`config.mk`:
```
export PLATFORM = sky130hd
export DESIGN_NAME = irpw_rx_top
export DESIGN_NICKNAME = d
export VERILOG_FILES = /design/src/rtl/irpw_pkg.sv /design/src/rtl/irpw_prescaler.sv /design/src/rtl/irpw_width_timer.sv /design/src/rtl/irpw_fifo.sv /design/src/rtl/irpw_rx_top.sv
export SDC_FILE = /design/constraint.sdc
export NUM_CORES = 1
export LEC_CHECK = 0
export BUFFER_PORTS_ARGS = -buffer_cell sky130_fd_sc_hd__buf_2
export CAP_MARGIN = 20
export CORE_UTILIZATION = 55
export DETAILED_ROUTE_END_ITERATION = 6
export PLACE_DENSITY_LB_ADDON = 0.2
export SKIP_LAST_GASP = 1
export SLEW_MARGIN = 20
export SYNTH_ARGS = -nofsm -noshare
export SYNTH_HDL_FRONTEND = slang
export SYNTH_SLANG_ARGS = --single-unit
```
`constraint.sdc`:
```
create_clock -name clk -period 4.9 [get_ports clk]
set_input_delay 0.49 -clock clk [delete_from_list [all_inputs] [get_ports clk]]
set_output_delay 0.49 -clock clk [all_outputs]
set_load 0.05 [all_outputs]
```
`src/rtl/irpw_pkg.sv`:
```
package irpw_pkg;

    localparam int WIDTH_FIELD_W = 16;
    localparam int CAP_W         = WIDTH_FIELD_W + 1;

    localparam logic [2:0] ADDR_CTRL  = 3'd0;
    localparam logic [2:0] ADDR_DIV   = 3'd1;
    localparam logic [2:0] ADDR_IRQEN = 3'd2;
    localparam logic [2:0] ADDR_STAT  = 3'd3;
    localparam logic [2:0] ADDR_QUEUE = 3'd4;

    typedef enum logic [1:0] {
        EDGE_NONE = 2'b00,
        EDGE_FALL = 2'b01,
        EDGE_RISE = 2'b10,
        EDGE_BOTH = 2'b11
    } edge_sel_e;

    typedef struct packed {
        logic      wm_any;
        edge_sel_e edges;
        logic      q_en;
        logic      rx_en;
    } ctrl_t;

    typedef struct packed {
        logic svc;
        logic ovr;
        logic tmo;
    } flag_vec_t;

    typedef struct packed {
        logic                     level;
        logic [WIDTH_FIELD_W-1:0] width;
    } cap_word_t;

    function automatic logic edge_hit(edge_sel_e sel, logic prev, logic cur);
        return (sel[0] && prev && !cur) || (sel[1] && !prev && cur);
    endfunction

    function automatic cap_word_t end_marker();
        cap_word_t w;
        w.level = 1'b1;
        w.width = '1;
        return w;
    endfunction

endpackage

```
`src/rtl/irpw_prescaler.sv`:
```
module irpw_prescaler #(
    parameter int DIV_W = 16
) (
    input  logic             clk,
    input  logic             rst,
    input  logic             en,
    input  logic [DIV_W-1:0] div_i,
    output logic             tick_o
);
    logic [DIV_W-1:0] cnt_q;

    assign tick_o = en && (cnt_q >= div_i);

    always_ff @(posedge clk) begin
        if (rst || !en) begin
            cnt_q <= '0;
        end else if (cnt_q >= div_i) begin
            cnt_q <= '0;
        end else begin
            cnt_q <= cnt_q + 1'b1;
        end
    end

    AST_TICK_GAP: assert property (@(posedge clk) disable iff (rst)
        (tick_o && en && div_i != '0) |=> (!tick_o || div_i == '0));

endmodule

```
`src/rtl/irpw_width_timer.sv`:
```
module irpw_width_timer
    import irpw_pkg::*;
#(
    parameter int CNT_W = 18
) (
    input  logic      clk,
    input  logic      rst,
    input  logic      rx_en,
    input  logic      tick,
    input  edge_sel_e edges,
    input  logic      ir_in,
    output logic      push_o,
    output cap_word_t word_o,
    output logic      busy_o,
    output logic      tmo_evt_o
);
    localparam logic [CNT_W-1:0] CNT_MAX = '1;

    logic       sync1_q, sync2_q, prev_q;
    logic [CNT_W-1:0] cnt_q;
    logic       hit;

    always_ff @(posedge clk) begin
        if (rst) begin
            sync1_q <= 1'b0;
            sync2_q <= 1'b0;
            prev_q  <= 1'b0;
        end else begin
            sync1_q <= ir_in;
            sync2_q <= sync1_q;
            prev_q  <= sync2_q;
        end
    end

    assign hit = edge_hit(edges, prev_q, sync2_q);

    always_ff @(posedge clk) begin
        if (rst || !rx_en) begin
            cnt_q     <= '0;
            busy_o    <= 1'b0;
            push_o    <= 1'b0;
            tmo_evt_o <= 1'b0;
            word_o    <= '0;
        end else begin
            push_o    <= 1'b0;
            tmo_evt_o <= 1'b0;
            if (hit) begin
                if (busy_o) begin
                    push_o       <= 1'b1;
                    word_o.level <= prev_q;
                    word_o.width <= WIDTH_FIELD_W'(cnt_q >> 2);
                end
                busy_o <= 1'b1;
                cnt_q  <= '0;
            end else if (tick && busy_o) begin
                if (cnt_q == CNT_MAX) begin
                    push_o    <= 1'b1;
                    word_o    <= end_marker();
                    busy_o    <= 1'b0;
                    tmo_evt_o <= 1'b1;
                    cnt_q     <= '0;
                end else begin
                    cnt_q <= cnt_q + 1'b1;
                end
            end
        end
    end

    AST_OFF_IDLE: assert property (@(posedge clk) disable iff (rst)
        !rx_en |=> (!busy_o && !push_o));

    AST_IDLE_NO_COUNT: assert property (@(posedge clk) disable iff (rst)
        (!busy_o && !hit) |=> (cnt_q == '0));

endmodule

```
`src/rtl/irpw_fifo.sv`:
```
module irpw_fifo
    import irpw_pkg::*;
#(
    parameter int DEPTH = 8
) (
    input  logic                       clk,
    input  logic                       rst,
    input  logic                       en,
    input  logic                       push,
    input  cap_word_t                  din,
    input  logic                       pop,
    output cap_word_t                  dout,
    output logic [$clog2(DEPTH+1)-1:0] level_o,
    output logic                       ovr_o
);
    localparam int PTR_W = (DEPTH > 1) ? $clog2(DEPTH) : 1;
    localparam int LVL_W = $clog2(DEPTH+1);
    localparam logic [LVL_W-1:0] FULL_LVL = LVL_W'(DEPTH);
    localparam logic [PTR_W-1:0] LAST_PTR = PTR_W'(DEPTH - 1);

    cap_word_t        mem [DEPTH];
    logic [PTR_W-1:0] wp_q, rp_q;
    logic             full, do_pop, do_push;

    assign full    = (level_o == FULL_LVL);
    assign do_pop  = en && pop && (level_o != '0);
    assign do_push = en && push && (!full || do_pop);
    assign dout    = mem[rp_q];

    always_ff @(posedge clk) begin
        if (do_push) begin
            mem[wp_q] <= din;
        end
    end

    always_ff @(posedge clk) begin
        if (rst || !en) begin
            wp_q    <= '0;
            rp_q    <= '0;
            level_o <= '0;
            ovr_o   <= 1'b0;
        end else begin
            if (do_push) begin
                wp_q <= (wp_q == LAST_PTR) ? '0 : wp_q + 1'b1;
            end
            if (do_pop) begin
                rp_q <= (rp_q == LAST_PTR) ? '0 : rp_q + 1'b1;
            end
            case ({do_push, do_pop})
                2'b10:   level_o <= level_o + 1'b1;
                2'b01:   level_o <= level_o - 1'b1;
                default: level_o <= level_o;
            endcase
            if (push && full && !do_pop) begin
                ovr_o <= 1'b1;
            end
        end
    end

    AST_NO_OVERFLOW: assert property (@(posedge clk) disable iff (rst)
        level_o <= FULL_LVL);

    AST_OVR_CAUSE: assert property (@(posedge clk) disable iff (rst)
        $rose(ovr_o) |-> $past(push && full));

    AST_OVR_CLEAR: assert property (@(posedge clk) disable iff (rst)
        !en |=> (!ovr_o && level_o == '0));

endmodule

```
`src/rtl/irpw_rx_top.sv`:
```
module irpw_rx_top
    import irpw_pkg::*;
#(
    parameter int CNT_W = 18,
    parameter int DEPTH = 8,
    parameter int DIV_W = 16
) (
    input  logic        clk,
    input  logic        rst,
    input  logic        ir_in,
    input  logic [2:0]  reg_addr,
    input  logic        reg_wr,
    input  logic [15:0] reg_wdata,
    input  logic        reg_rd,
    output logic [31:0] reg_rdata,
    output logic        irq
);
    localparam int LVL_W = $clog2(DEPTH+1);
    localparam logic [LVL_W-1:0] HALF_LVL = LVL_W'(DEPTH / 2);

    ctrl_t            ctrl_q;
    logic [DIV_W-1:0] div_q;
    flag_vec_t        irqen_q;
    flag_vec_t        flags;
    logic             tmo_q;

    logic             tick, push, busy, tmo_evt, pop, ovr;
    cap_word_t        cap_word, q_out;
    logic [LVL_W-1:0] q_level;

    always_ff @(posedge clk) begin
        if (rst) begin
            ctrl_q  <= '0;
            div_q   <= '0;
            irqen_q <= '0;
        end else if (reg_wr) begin
            case (reg_addr)
                ADDR_CTRL:  ctrl_q  <= ctrl_t'(reg_wdata[4:0]);
                ADDR_DIV:   div_q   <= reg_wdata[DIV_W-1:0];
                ADDR_IRQEN: irqen_q <= flag_vec_t'(reg_wdata[2:0]);
                default:    ;
            endcase
        end
    end

    irpw_prescaler #(.DIV_W(DIV_W)) u_presc (
        .clk    (clk),
        .rst    (rst),
        .en     (ctrl_q.rx_en),
        .div_i  (div_q),
        .tick_o (tick)
    );

    irpw_width_timer #(.CNT_W(CNT_W)) u_timer (
        .clk       (clk),
        .rst       (rst),
        .rx_en     (ctrl_q.rx_en),
        .tick      (tick),
        .edges     (ctrl_q.edges),
        .ir_in     (ir_in),
        .push_o    (push),
        .word_o    (cap_word),
        .busy_o    (busy),
        .tmo_evt_o (tmo_evt)
    );

    assign pop = reg_rd && (reg_addr == ADDR_QUEUE);

    irpw_fifo #(.DEPTH(DEPTH)) u_fifo (
        .clk     (clk),
        .rst     (rst),
        .en      (ctrl_q.q_en),
        .push    (push),
        .din     (cap_word),
        .pop     (pop),
        .dout    (q_out),
        .level_o (q_level),
        .ovr_o   (ovr)
    );

    always_ff @(posedge clk) begin
        if (rst || !ctrl_q.rx_en) begin
            tmo_q <= 1'b0;
        end else if (tmo_evt) begin
            tmo_q <= 1'b1;
        end
    end

    assign flags.tmo = tmo_q;
    assign flags.ovr = ovr;
    assign flags.svc = ctrl_q.wm_any ? (q_level != '0) : (q_level >= HALF_LVL);
    assign irq       = |(flags & irqen_q);

    always_ff @(posedge clk) begin
        if (rst) begin
            reg_rdata <= '0;
        end else if (reg_rd) begin
            case (reg_addr)
                ADDR_CTRL:  reg_rdata <= 32'(ctrl_q);
                ADDR_DIV:   reg_rdata <= 32'(div_q);
                ADDR_IRQEN: reg_rdata <= 32'(irqen_q);
                ADDR_STAT:  reg_rdata <= {28'd0, busy, flags.svc, flags.ovr, flags.tmo};
                ADDR_QUEUE: reg_rdata <= (q_level != '0) ? {14'd0, 1'b1, q_out} : 32'd0;
                default:    reg_rdata <= '0;
            endcase
        end
    end

    AST_TMO_STICKY: assert property (@(posedge clk) disable iff (rst)
        (tmo_q && ctrl_q.rx_en) |=> tmo_q);

    AST_TMO_SOURCE: assert property (@(posedge clk) disable iff (rst)
        $rose(tmo_q) |-> ($past(push) && $past(cap_word) == end_marker()));

    AST_IRQ_QUIET: assert property (@(posedge clk) disable iff (rst)
        (irqen_q == '0) |-> !irq);

endmodule

```
==> After elaboration in Yosys (flattened, before gate mapping) <==
Memory sizes are Yosys's and may differ from the RTL's. A register that Yosys moved wholly into a read port is not among the register bits.
Cells that the tools add are included.
{ "word_totals": {"register_bits": 125, "mem_bits_rw": 136, "in_bits": 24, "output_inout_bits": 33, "n_memories": 1} }
{ "classes": {"n_addsub": 6, "order_cmp": 2, "n_eq_ne": 11, "muxes": 22, "bitwise": 1, "n_reduce_logical": 36} }
{ "memory_table": {"columns": ["memory", "words", "word_bits", "rd", "rd_clocked_by_memory_dff", "wr", "line_no", "rtl"], "rows": [
  ["u_fifo.mem", 8, 17, 1, 1, 1, "irpw_fifo.sv:21", "cap_word_t mem [DEPTH];"]
]} }
{ "op_table": {"columns": ["op", "n"], "rows": [
  ["$pmux 18 s5", 1],
  ["$mux 17", 4],
  ["$mux 18", 2],
  ["$add 18x1->18 const B", 1],
  ["$eq 18x18->1 const B", 1],
  ["$add 16x1->16 const B", 1],
  ["$ge 16x16->1", 1],
  ["$logic_and 1x1->1", 13],
  ["$mux 3", 4],
  ["$mux 1", 10],
  ["$eq 3x3->1 const B", 3],
  ["$pmux 4 s2", 1],
  ["$reduce_and 2->1", 4],
  ["$add 3x1->3 const B", 2],
  ["$eq 3x2->1 const B", 2],
  ["$logic_not 1->1", 6],
  ["$reduce_bool 2->1", 3],
  ["$add 4x1->4 const B", 1],
  ["$eq 4x4->1 const B", 1],
  ["$ge 4x3->1 const B", 1],
  ["$logic_or 1x1->1", 4],
  ["$reduce_bool 4->1", 1],
  ["$reduce_or 2->1", 2],
  ["$sub 4x1->4 const B", 1],
  ["8 further kinds", 8]
]} }

==> Logic depth before layout (Yosys ltp) <==
Gate-level depths: netlist of run 1.
{ "logic_depth": {"word_depth": 8, "depth_mapped": 12, "mapped_depth_nobuf": 11} }

==> Modules after synthesis <==
Synthesis of run 1 repeated with hierarchy kept, for this count alone.
{ "hier_totals": {"hier_cells": 844, "hier_area_um2": 10810.4} }
{ "modules_own_cells": {"columns": ["module", "instances", "cells_each", "area_each_um2"], "rows": [
  ["irpw_fifo", 1, 286, 5868.1],
  ["irpw_rx_top", 1, 221, 2005.7],
  ["irpw_width_timer", 1, 201, 1704.1],
  ["irpw_prescaler", 1, 136, 1232.4]
]} }

==> Least setup slack after synthesis of run 1 <==
OpenSTA, ideal clock, no wires.
{ "synth_timing": {"path_type": "input -> register", "from": "input reg_rd", "to": "memory u_fifo.mem[1][0] (netlist name) (enable)", "arrival_ns": 3.539, "required_ns": 4.459, "path_slack_ns": 0.919, "path_stages": 6, "n_path_buf": 1, "path_cell_list": "buf_2 -> inv_2 -> nor4_2 -> o211a_1 -> inv_2 -> nor4b_1"} }
{ "synth_via": {"elab_chain_len": 7} }
{ "synth_lines": {"columns": ["item", "line_no", "rtl"], "rows": [
  ["from (decl)", "irpw_rx_top.sv:14", "input logic reg_rd,"],
  ["$logic_and 1x1->1", "irpw_rx_top.sv:67", "assign pop = reg_rd && (reg_addr == ADDR_QUEUE);"],
  ["$logic_and 1x1->1 (2 in a row)", "irpw_fifo.sv:26", "assign do_pop = en && pop && (level_o != '0);"],
  ["$logic_or 1x1->1", "irpw_fifo.sv:27", "assign do_push = en && push && (!full || do_pop);"],
  ["$logic_and 1x1->1", "irpw_fifo.sv:27", null],
  ["$mux 1", "irpw_fifo.sv:31", "if (do_push) begin"],
  ["$mux 1 (not written as such)", "irpw_fifo.sv:32", "mem[wp_q] <= din;"],
  ["to (decl)", "irpw_fifo.sv:21", null]
]} }
Every way passes these cells.

==> Final worst setup path of run 1 <==
{ "layout_timing": {"from": "register div_q[13]", "to": "register u_timer.cnt_q[17]"} }
{ "layout_via": {"elab_chain_len": 3} }
{ "layout_lines": {"columns": ["item", "line_no", "rtl"], "rows": [
  ["from (decl)", "irpw_rx_top.sv:22", "logic [DIV_W-1:0] div_q;"],
  ["from (signal assigned)", "irpw_rx_top.sv:39", "ADDR_DIV: div_q <= reg_wdata[DIV_W-1:0];"],
  ["$ge 16x16->1", "irpw_prescaler.sv:12", "assign tick_o = en && (cnt_q >= div_i);"],
  ["$logic_and 1x1->1", "irpw_prescaler.sv:12", null],
  ["$logic_and 1x1->1", "irpw_width_timer.sv:55", "end else if (tick && busy_o) begin"],
  ["to (signal assigned)", "irpw_width_timer.sv:63", "cnt_q <= cnt_q + 1'b1;"],
  ["to (decl)", "irpw_width_timer.sv:20", "logic [CNT_W-1:0] cnt_q;"]
]} }
Every way passes these cells.
A chain may end at the register's enable or synchronous reset.

==> results of run 1 <==
[per-layer routing]
metal	wire, um	part of all wire	track usage	vias to the layer above
li1	-	-	-	3082
met1	9450	0.43	0.297	3211
met2	10700	0.48	0.398	206
met3	1400	0.063	0.0489	49
met4	618	0.028	0.0725	0
met5	0	0	0	-
[final timing paths]
path / start / end / slack, ns / cells past startpoint
setup reg to reg: div_q[13] / u_timer.cnt_q[17] / 1.96 / 8
hold / removal: ir_in / u_timer.sync1_q / 0.18 / 2
hold reg to reg: u_timer.tmo_evt_o / tmo_q / 0.45 / 2
setup / recovery: div_q[13] / u_timer.cnt_q[17] / 1.96 / 8
[cell usage after synthesis (2+ instances only)]
library cell    n  area [um2]
edfxtp_1      136        4080
dfxtp_1       114        2280
nor2_1         85         319
a21oi_1        67         335
nand2_1        67         251
mux4_2         37         833
o21ai_0        30         150
clkbuf_1       28         105
inv_1          27         101
ha_1           25         313
mux2_2         16         180
buf_4          15         113
nand3_1        15        75.1
a222oi_1       12         120
mux2i_1        12         120
nor3_1         12        60.1
xnor2_1        12         105
xor2_1         11        96.3
buf_2           8        40.0
and3_1          7        43.8
nand2b_1        6        37.5
o31ai_1         6        45.0
or4_1           6        45.0
a31oi_1         5        31.3
nand4_1         5        31.3
nor2b_1         5        31.3
nand3b_1        4        30.0
nor3b_1         4        30.0
a211oi_1        3        22.5
a311oi_1        3        26.3
o41ai_1         3        26.3
or3_1           3        18.8
and2_1          2        12.5
buf_6           2        22.5
inv_2           2        7.51
or3b_2          2        17.5
[state kept, by name (all words and copies together), names as in the netlist, named ones only]
signal	flops
ctrl_q	5
div_q	16
irqen_q	3
reg_rdata	18
tmo_q	1
u_fifo.level_o	4
u_fifo.mem	136
u_fifo.ovr_o	1
u_fifo.rp_q	3
u_fifo.wp_q	3
u_presc.cnt_q	16
u_timer.busy_o	1
u_timer.cnt_q	18
u_timer.prev_q	1
u_timer.push_o	1
u_timer.sync1_q	1
u_timer.sync2_q	1
u_timer.tmo_evt_o	1
u_timer.word_o	17
[cells by family after synthesis]
logic type | share of synthesized area
multiplexers | 0.109
XOR/XNOR | 0.0194
AO/OA/AOI/OAI | 0.0805
adder cells (fa/ha/maj) | 0.0320
other | 0.000361
flip-flops | 0.613
buffers and inverters | 0.0378
AND/OR/NAND/NOR | 0.108
[layout by cell type (no fill, tap or decap), types with 3 or more instances in the layout]
| cell | count |
|---|---|
| a211oi_1 | 3 |
| a21oi_1 | 67 |
| a222oi_1 | 12 |
| a311oi_1 | 3 |
| a31oi_1 | 5 |
| and3_1 | 7 |
| buf_2 | 42 |
| buf_4 | 12 |
| bufinv_16 | 4 |
| clkbuf_16 | 27 |
| clkinv_1 | 4 |
| clkinv_2 | 5 |
| clkinv_4 | 3 |
| conb_1 | 14 |
| dfxtp_1 | 113 |
| edfxtp_1 | 136 |
| ha_1 | 25 |
| inv_1 | 27 |
| mux2_2 | 16 |
| mux2i_1 | 12 |
| mux4_2 | 37 |
| nand2_1 | 67 |
| nand2b_1 | 6 |
| nand3_1 | 15 |
| nand3b_1 | 4 |
| nand4_1 | 5 |
| nor2_1 | 85 |
| nor2b_1 | 5 |
| nor3_1 | 8 |
| nor3_2 | 4 |
| o21ai_0 | 30 |
| o31ai_1 | 6 |
| o41ai_1 | 3 |
| or3_1 | 3 |
| or4_1 | 6 |
| xnor2_1 | 12 |
| xor2_1 | 11 |
[worst register-to-register path, delay by kind of cell, from the launching register on]
| family | cells | cell delay [ns] |
|---|---|---|
| buffers and inverters | 1 | 0.08 |
| DFF | 1 | 0.38 |
| adders and majority gates | 1 | 0.33 |
| AOI/OAI and AO/OA | 4 | 1.16 |
| and+or+nand+nor | 2 | 0.91 |
[where the power goes]
group	switching (mW)	leakage (nW)	internal, mW
Combinational	0.0789	1.17	0.0269
Sequential	0.00698	1.86	2.19
Clock	0.803	0.442	1.23
Total	0.888	3.47	3.45
[through the flow]
| stage | instances | total power [mW] | utilization | setup WS (ns) | hold WS, ns |
|---|---|---|---|---|---|
| 2_1_floorplan | 832 | 2.34 | - | 0.919 | 0.411 |
| 3_3_place_gp | 1061 | 2.35 | 0.592 | 1.92 | 0.434 |
| 3_5_place_dp | 1061 | 2.35 | 0.592 | 1.85 | 0.431 |
| 4_1_cts | 1109 | 4.37 | 0.642 | 1.99 | 0.179 |
| 5_1_grt | 1109 | 4.46 | 0.642 | 1.81 | 0.197 |
| 6_report | 1109 | 4.34 | 0.642 | 1.96 | 0.184 |
[final cells by class]
| type | count | area, um2 |
|---|---|---|
| Clock buffer | 30 | 697 |
| Clock inverter | 18 | 203 |
| Fill cell | 1344 | 6530 |
| Inverter | 29 | 109 |
| Multi-Input combinational cell | 499 | 3720 |
| Sequential cell | 250 | 6370 |
| Tap cell | 229 | 287 |
| Timing Repair Buffer | 54 | 300 |
==> impl_results.md, run 1 <==
* Slowest stage delay, CP at 0.54 ns
* Async S/R FF share, synth at 0
* Least-Margin Pin Slew at 0.991 ns
* Yosys warns at 0
* Failing checks: design-rule violations
* Leakage at 3.47 nW
* Period Utilization, post-route at 0.599
* Max Clock Skew at 0.0140 ns
* FF+latch count, synth at 250
* Boundary pin count at 57
* Netlist cell types at 58
* Post-DP HPWL at 14,900 um
* Max VDD drop at 0.336 mV
* H-tree Lvls at 1
* Max Cap Viol at 0
* Worst path cell trace: inv_1 -> ha_1 -> a211oi_1 -> o22ai_1 -> nor2_1 -> a31o_2 -> nand2b_1 -> a21oi_1
* Worst relative slew slack at 0.334
* Worst EP arrival at 3.37 ns
* Initial Util at 0.570
* Clock Latency Late Sink at 0.52 ns
* Critical Path Sink Type: register
* CP max FO at 21
* Cell family with most CP delay: compound AO/OA/AOI/OAI gates
* Fin. max-slew vios at 0
* Nets at 910
* Area delta synth->final at 12.5%
* Setup Viol. Count Final at 0
* Post-route DRC at 10
* Wire per inst at 20.0 um
* Clock transition at the registers of the reported paths at 0.06 ns
* Critical Path RT at 5.34 ns
* Drt initial violations at 514
* Setup Buffers After CTS at 0
* Crit path kind: register to register
* First-pass GRT wire length at 35,000 um
* Core area at 18,200 um2
* Share of cells above drive strength 1 at 0.195
* GR Util All Layers at 0.233
* CP Launch Type: register
* Mapped Cells at 819
* RSZ-0062 raised after global routing: no
* Die height at 139 um
* Top_reg_cell synth: edfxtp_1
* Clock root buffer: clkbuf_16
* Diode count at 0
* Total clock sinks at 250
* Worst min-delay path class: primary input to register
* Std-Cell Rows at 49
* CTS max path bufs at 3
* Max frequency at 341 MHz
* Setup TNS at 0 ns
* P per Cell Area at 372 nW/um2
* Worst Path Buf+Inv at 1
* Vias/cell at 5.90
* Number of flops mapped to enable cells by yosys at 136
* Total global routing overflow at 0
* Sequential-to-total area share from yosys stat at 0.613
* Initial DRT Pass Iterations at 7
* Slowest CP cell: nor2_1
* Largest net degree at the start of global routing at 49
* Vias at 6,548
* Antenna viol nets, final at 0
* Antenna violations before repair at 0
* CTS Hold Bufs at 0
* CTS tree: yes
* Vias in the first global route at 6,672
* Synthesized area at 10,400 um2
* CTS-repair resized insts at 0
* Hold Fails Final Rpt at 0
* GPL Wtd Cong at 0.861
* Syn Area/Cell at 12.7 um2
* Die ar. at 19,400 um2
* Drt total wl at 22,200 um
* Final Cell Area at 11,700 um2
* Num CTS Buffers at 26
* Min Tclk post-route at 2.94 ns
* IO buf count at 42
* DP Area at 10,800 um2
* Chip width at 139 um
* Outcome: complete, but fails checks
Note: power is estimated with default switching activity, not from simulation.
==> run 2: changes to the inputs <==
Settings changed: ABC_AREA set to 1.
Clock period 4.9 ns to 2.5 ns, I/O delays scaled along.
==> run 2 against run 1 <==
- the flow now finishes without violations
- clock power increased by 100%
- clock skew is 0.0029 ns lower
- combinational power is 130% higher
- global-route usage grew 2.1 points
- hold slack worse by 0.17 ns
- power increased by 100%
- flip-flop and latch count unchanged
==> impl_results.md, run 2 <==
* Vias in the first global route at 7,625 (was 6,672)
* Post-DP HPWL at 17,000 um (was 14,900 um)
* Async S/R FF share, synth at 0 (unchanged)
* First-pass GRT wire length at 40,300 um (was 35,000 um)
* Die height at 145 um (was 139 um)
* Drt initial violations at 618 (was 514)
* P per Cell Area at 684 nW/um2 (was 372 nW/um2)
* Pre-CTS setup slack at 0.0475 ns (was 1.85 ns)
* Die ar. at 20,900 um2 (was 19,400 um2)
* Antenna violations before repair at 1 (was 0)
* Drt total wl at 25,800 um (was 22,200 um)
* GPL Wtd Cong at 0.819 (was 0.861)
* CTS tree: yes (unchanged)
* H-tree Lvls at 1 (unchanged)
* Vias/cell at 5.41 (was 5.90)
* Leakage at 5.19 nW (was 3.47 nW)
* Top post-synthesis cells by area: edfxtp_1, dfxtp_1, nor2_1, o21ai_0, nand2_1 (was edfxtp_1, dfxtp_1, mux4_2, a21oi_1, nor2_1)
* Hold Fails Final Rpt at 0 (unchanged)
* Fin. max-slew vios at 0 (unchanged)
* Top reg by flops: u_fifo.mem (unchanged)
* Total chip power at 8.68 mW (was 4.34 mW)
* Outcome: complete, no violations (was complete, but fails checks)
* Total clock sinks at 250 (unchanged)
* Crit path kind: register to register (unchanged)
* Syn Area/Cell at 9.30 um2 (was 12.7 um2)
* Max Clock Skew at 0.0112 ns (was 0.0140 ns)
* Mapped Cells at 1,201 (was 819)
* Top-count cell post-synth: nor2_1 (was edfxtp_1)
* Share of cells above drive strength 1 at 0.133 (was 0.195)
* Post-route DRC at 0 (was 10)
* Least-Margin Pin Slew at 0.698 ns (was 0.991 ns)
* Largest net degree at the start of global routing at 37 (was 49)
* Number of flops mapped to enable cells by yosys at 136 (unchanged)
* Critical Path RT at 2.90 ns (was 5.34 ns)
* Netlist cell types at 43 (was 58)
* Vias at 8,323 (was 6,548)
* Initial Util at 0.568 (was 0.570)
* Wire per inst at 16.8 um (was 20.0 um)
* Min Hold Slack at 0.0182 ns (was 0.184 ns)
* Yosys top cell by area: edfxtp_1 (unchanged)
* Yosys top cell area share at 0.366 (was 0.393)
* Diode count at 0 (unchanged)
* Worst EP arrival at 2.80 ns (was 3.37 ns)
* Antenna viol nets, final at 0 (unchanged)
* Total global routing overflow at 0 (unchanged)
* FF+latch count, synth at 250 (unchanged)
* Max Cap Viol at 0 (unchanged)
* Num CTS Buffers at 27 (was 26)
* Core area at 19,700 um2 (was 18,200 um2)
* Worst min-delay path class: primary input to register (unchanged)
* Max frequency at 417 MHz (was 341 MHz)
* Sequential-to-total area share from yosys stat at 0.570 (was 0.613)
* Most frequent cells in the layout: nor2_1, nand2_1, edfxtp_1 (was edfxtp_1, dfxtp_1, nor2_1)
* IO buf count at 42 (unchanged)
* Setup Buffers After CTS at 0 (unchanged)
* Clock transition at the registers of the reported paths at 0.06 ns (about the same)
* Std-Cell Rows at 51 (was 49)
* CP Launch Type: register (unchanged)
* Yosys warns at 0 (unchanged)
* Worst setup slack after layout at 0.101 ns (was 1.96 ns)
* Setup Viol. Count Final at 0 (unchanged)
* Worst relative slew slack at 0.535 (was 0.334)
* Commonest cells post-synth: nor2_1, nand2_1, edfxtp_1, dfxtp_1 (was edfxtp_1, dfxtp_1, nor2_1, a21oi_1, nand2_1)
* Min Tclk post-route at 2.40 ns (was 2.94 ns)
* Initial DRT Pass Iterations at 5 (was 7)
* R2r startpoint: u_fifo.level_o[2] (was div_q[13])
* Top_reg_cell synth: edfxtp_1 (unchanged)
* Commonest non-fill, non-tap cell in the layout: nor2_1 (was edfxtp_1)
* Critical path startpoint: u_fifo.level_o[2] (was div_q[13])
* Hold_sp: reg_wdata[3] (was ir_in)
* Critical Path Sink Type: register (unchanged)
* Area delta synth->final at 13.5% (was 12.5%)
* Final std cells w/o fill at 1,538 (was 1,109)
* CTS max path bufs at 3 (unchanged)
* Largest regs: u_fifo.mem: 136 flops, reg_rdata: 18 flops, u_timer.cnt_q: 18 flops (unchanged)
* Chip width at 145 um (was 139 um)
* Synthesized area at 11,200 um2 (was 10,400 um2)
* Nets at 1,303 (was 910)
* Clock Latency Late Sink at 0.52 ns (about the same)
* Period Utilization, post-route at 0.960 (was 0.599)
* Max VDD drop at 0.701 mV (was 0.336 mV)
* Max FFs per register at 136 (unchanged)
* Placed cell count at 1,487 (was 1,061)
* Clock root buffer: clkbuf_16 (unchanged)
* CP max FO at 6 (was 21)
* Boundary pin count at 57 (unchanged)
* GR Util All Layers at 0.254 (was 0.233)
==> run 2: cell types whose count changed after synthesis, moves of 13 or more <==
cell      before  now
mux2_2        16    0
o21ai_1        0   13
mux4_2        37    0
a211oi_1       3   25
nand2_1       67  150
o211ai_1       0   14
nor2_1        85  206
o21ai_0       30  113
nand3_1       15   46
inv_1         27  113
clkbuf_1      28   15
==> run 2: through the flow <==
step / instance area (um2) / TNS (ns) / utilization
after detailed placement: 11700 / 0 / 0.596
after floorplan: 11200 / 0 / -
after global placement: 11700 / 0 / 0.596
final: 12700 / 0 / 0.645
after CTS: 12700 / 0 / 0.644
after global routing: 12700 / -0.0340 / 0.645
==> run 2: final timing paths <==
| check | end | slack [ns] | depth (start not counted) |
|---|---|---|---|
| worst min register to register | u_timer.sync2_q | 0.41 | 2 |
| worst max register to register | u_fifo.level_o[3] | 0.10 | 15 |
| worst max-delay path | u_fifo.level_o[3] | 0.10 | 15 |
| worst min-delay path | div_q[3] | 0.02 | 3 |
==> run 2: where the power goes <==
| group | internal, mW | total [mW] | switching, mW |
|---|---|---|---|
| combinational | 0.0615 | 0.244 | 0.182 |
| clock | 2.55 | 4.13 | 1.58 |
| sequential | 4.30 | 4.31 | 0.00768 |
| total | 6.91 | 8.68 | 1.77 |
==> run 2: repair_timing <==
action / in CTS / in global routing
setup endpoints to repair: 0 / 1
hold buffers: 2 / 0
gates resized for setup: 0 / 3
hold endpoints to repair: 2 / 0
==> run 2: cell type report <==
type                       count  area (um2)
sequential                   250        6370
multi-input combinational    777        4020
timing repair buffer          72         553
fill                        1636        6970
clock buffer                  39         806
clock inverter                10         135
tap                          265         332
inverter                     125         469
==> run 2: cells by family (layout without fill, tap and decap cells) <==
logic type,Yosys count,count (layout),share of synthesized area
AOI/OAI and AO/OA,248,248,0.124
other,1,14,0.000336
DFF,250,250,0.570
xor gates and xnor gates,18,18,0.0141
muxes,1,1,0.000896
buffers and inverters,187,246,0.0762
adders and majority gates,26,26,0.0298
and+or+nand+nor,470,470,0.185
==> run 2: critical path, stage by stage, from the launching register on <==
cell and delay (ns):
dfxtp_1 0.34, nor2_1 0.14, nand2_1 0.10, nand2_2 0.11, nor2_4 0.05, nand2_4 0.08, nand4_2 0.11, nand2_4 0.08
ha_2 0.24, ha_4 0.22, a21oi_1 0.16, nand2_1 0.09, a21oi_1 0.12, o21ai_0 0.13, o21ai_0 0.24, a21oi_1 0.06
==> run 2: metal layers <==
layer	vias up	share of wire	wire (um)	GRT usage
met5	-	0.00035	9	0
met4	2	0.021	535	0.0737
met3	30	0.062	1600	0.0331
met2	256	0.48	12300	0.420
met1	3911	0.44	11400	0.348
li1	4124	-	-	-
==> run 3: changes to the inputs <==
Clock period 2.5 ns to 2.2 ns, I/O delays scaled along.
==> run 3 against run 2 <==
- hold slack about the same
- clock skew shrank 0.00067 ns
- highest routed layer is now met4
- count of clock-buffer cells in the layout fell by 3
==> impl_results.md, run 3 (synthesized netlist as in run 2, its figures left out) <==
* Hold Fails Final Rpt at 0 (unchanged)
* Nets at 1,345 (was 1,303)
* Least-Margin Pin Slew at 0.540 ns (was 0.698 ns)
* Final Cell Area at 13,000 um2 (was 12,700 um2)
* Post-route DRC at 0 (unchanged)
* R2R depth at 15 (unchanged)
* IO buf count at 42 (unchanged)
* P per Cell Area at 742 nW/um2 (was 684 nW/um2)
* Clock transition at the registers of the reported paths at 0.06 ns (about the same)
* Die height at 145 um (unchanged)
* Pre-CTS setup slack at -0.152 ns (was 0.0475 ns)
* GPL Wtd Cong at 0.875 (was 0.819)
* Chip width at 145 um (unchanged)
* Total clock sinks at 250 (unchanged)
* Share of cells above drive strength 1 at 0.150 (was 0.133)
* Area delta synth->final at 16.2% (was 13.5%)
* Vias in the first global route at 7,814 (was 7,625)
* Critical Path RT at 2.62 ns (was 2.90 ns)
* Crit path kind: register to register (unchanged)
* H-tree Lvls at 1 (unchanged)
* Clock Latency Late Sink at 0.53 ns (was 0.52 ns)
* Worst relative slew slack at 0.640 (was 0.535)
* Initial Util at 0.568 (unchanged)
* Max frequency at 482 MHz (was 417 MHz)
* Antenna violations before repair at 0 (was 1)
* GR Util All Layers at 0.256 (was 0.254)
* Vias at 8,425 (was 8,323)
* Core area at 19,700 um2 (unchanged)
* Num CTS Buffers at 26 (was 27)
* DP Area at 11,900 um2 (was 11,700 um2)
* Commonest non-fill, non-tap cell in the layout: nor2_1 (unchanged)
* Worst EP arrival at 2.49 ns (was 2.80 ns)
* Leakage at 5.36 nW (was 5.19 nW)
* Boundary pin count at 57 (unchanged)
* Total global routing overflow at 0 (unchanged)
* First-pass GRT wire length at 40,600 um (was 40,300 um)
* Antenna viol nets, final at 0 (unchanged)
* Top reg by flops: u_fifo.mem (unchanged)
* Vias/cell at 5.33 (was 5.41)
* Most frequent cells in the layout: nor2_1, nand2_1, edfxtp_1 (unchanged)
* Worst path cell trace: nor2_4 -> nand2_1 -> nand2_2 -> nor2_4 -> nand2_4 -> buf_4 -> inv_1 -> ha_4 -> ha_4 -> a21oi_1 -> nand2_1 -> a21oi_2 -> o21ai_1 -> o21ai_1 -> a21oi_1 (was nor2_1 -> nand2_1 -> nand2_2 -> nor2_4 -> nand2_4 -> nand4_2 -> nand2_4 -> ha_2 -> ha_4 -> a21oi_1 -> nand2_1 -> a21oi_1 -> o21ai_0 -> o21ai_0 -> a21oi_1)
* Clock root buffer: clkbuf_16 (unchanged)
* Std-Cell Rows at 51 (unchanged)
* Slowest CP cell: dfxtp_2 (was dfxtp_1)
* Max FFs per register at 136 (unchanged)
* CP Launch Type: register (unchanged)
* Largest regs: u_fifo.mem: 136 flops, reg_rdata: 18 flops, u_timer.cnt_q: 18 flops (unchanged)
* RSZ-0062 raised after global routing: yes
* Outcome: complete, no violations (unchanged)
* CP max FO at 5 (was 6)
* Fin. max-slew vios at 0 (unchanged)
* Critical Path Sink Type: register (unchanged)
* Post-DP HPWL at 17,400 um (was 17,000 um)
* Wire per inst at 16.5 um (was 16.8 um)
* Slowest stage delay, CP at 0.35 ns (was 0.34 ns)
* Max Clock Skew at 0.0105 ns (was 0.0112 ns)
* Period Utilization, post-route at 0.943 (was 0.960)
* Max Cap Viol at 0 (unchanged)
* Die ar. at 20,900 um2 (unchanged)
* Worst min-delay path class: primary input to register (unchanged)
* Setup Viol. Count Final at 0 (unchanged)
* Diode count at 0 (unchanged)
* Hold path depth at 3 (unchanged)
* Drt total wl at 26,100 um (was 25,800 um)
* Drt initial violations at 581 (was 618)
* Min Tclk post-route at 2.08 ns (was 2.40 ns)
* CTS tree: yes (unchanged)
* Largest net degree at the start of global routing at 33 (was 37)
* Total chip power at 9.63 mW (was 8.68 mW)
* Max VDD drop at 0.739 mV (was 0.701 mV)
* Worst setup slack after layout at 0.124 ns (was 0.101 ns)
* Initial DRT Pass Iterations at 5 (unchanged)
* CTS max path bufs at 3 (unchanged)
[run 3: critical path: cells and delay by family (launching register included)]
kind / cells / cell delay [ns]
AO/OA/AOI/OAI: 5 / 0.53
adder cells (fa/ha/maj): 2 / 0.38
buffers and inverters: 2 / 0.24
flip-flops: 1 / 0.35
AND/OR/NAND/NOR: 6 / 0.48
[run 3: worst paths after layout]
check	slack, ns	to	from
setup / recovery	0.12	u_fifo.level_o[3]	u_fifo.level_o[0]
hold / removal	0.02	div_q[13]	reg_wdata[13]
setup reg to reg	0.12	u_fifo.level_o[3]	u_fifo.level_o[0]
hold reg to reg	0.40	u_timer.sync2_q	u_timer.sync1_q
[run 3: area by class of cell]
| class | count | area (um2) |
|---|---|---|
| fillers | 1592 | 6680 |
| flip-flops and latches | 250 | 6370 |
| multi-input cells | 777 | 4050 |
| repair buffers | 115 | 898 |
| clock buffers | 36 | 752 |
| inverters | 125 | 469 |
| well taps | 265 | 332 |
| clock inverters | 12 | 109 |
[run 3: where the power goes]
group          internal (mW)  switching (mW)  leakage, nW
combinational          0.115           0.223         2.45
sequential              4.89         0.00936         2.48
clock                   2.61            1.78        0.422
total                   7.62            2.01         5.36
[run 3: stage by stage]
stage / utilization / hold WS (ns) / TNS [ns] / cells
after CTS: 0.658 / 0.00294 / 0 / 1578
after global routing: 0.660 / 0.0449 / -0.0644 / 1580
after detailed placement: 0.605 / 0.404 / -0.152 / 1514
after global placement: 0.605 / 0.401 / -0.0669 / 1514
after floorplan: - / 0.327 / -2.33 / 1214
final: 0.660 / 0.0185 / 0 / 1580
[run 3: routing by layer]
metal | part of all wire | up-vias | global-route usage
met2 | 0.47 | 231 | 0.417
met3 | 0.058 | 60 | 0.0371
met5 | 0 | - | 0
met4 | 0.029 | 0 | 0.0875
met1 | 0.44 | 3921 | 0.349
li1 | - | 4213 | -
[run 3: timing repair]
action                                  4_1_cts  5_1_grt
pin swaps                                     0        1
hold buffers                                 16        0
gates cloned                                  0        0
hold endpoints to repair                     19        0
endpoints found under the setup margin        1       17
buffers inserted                              0        2
gates resized for setup                       4        8
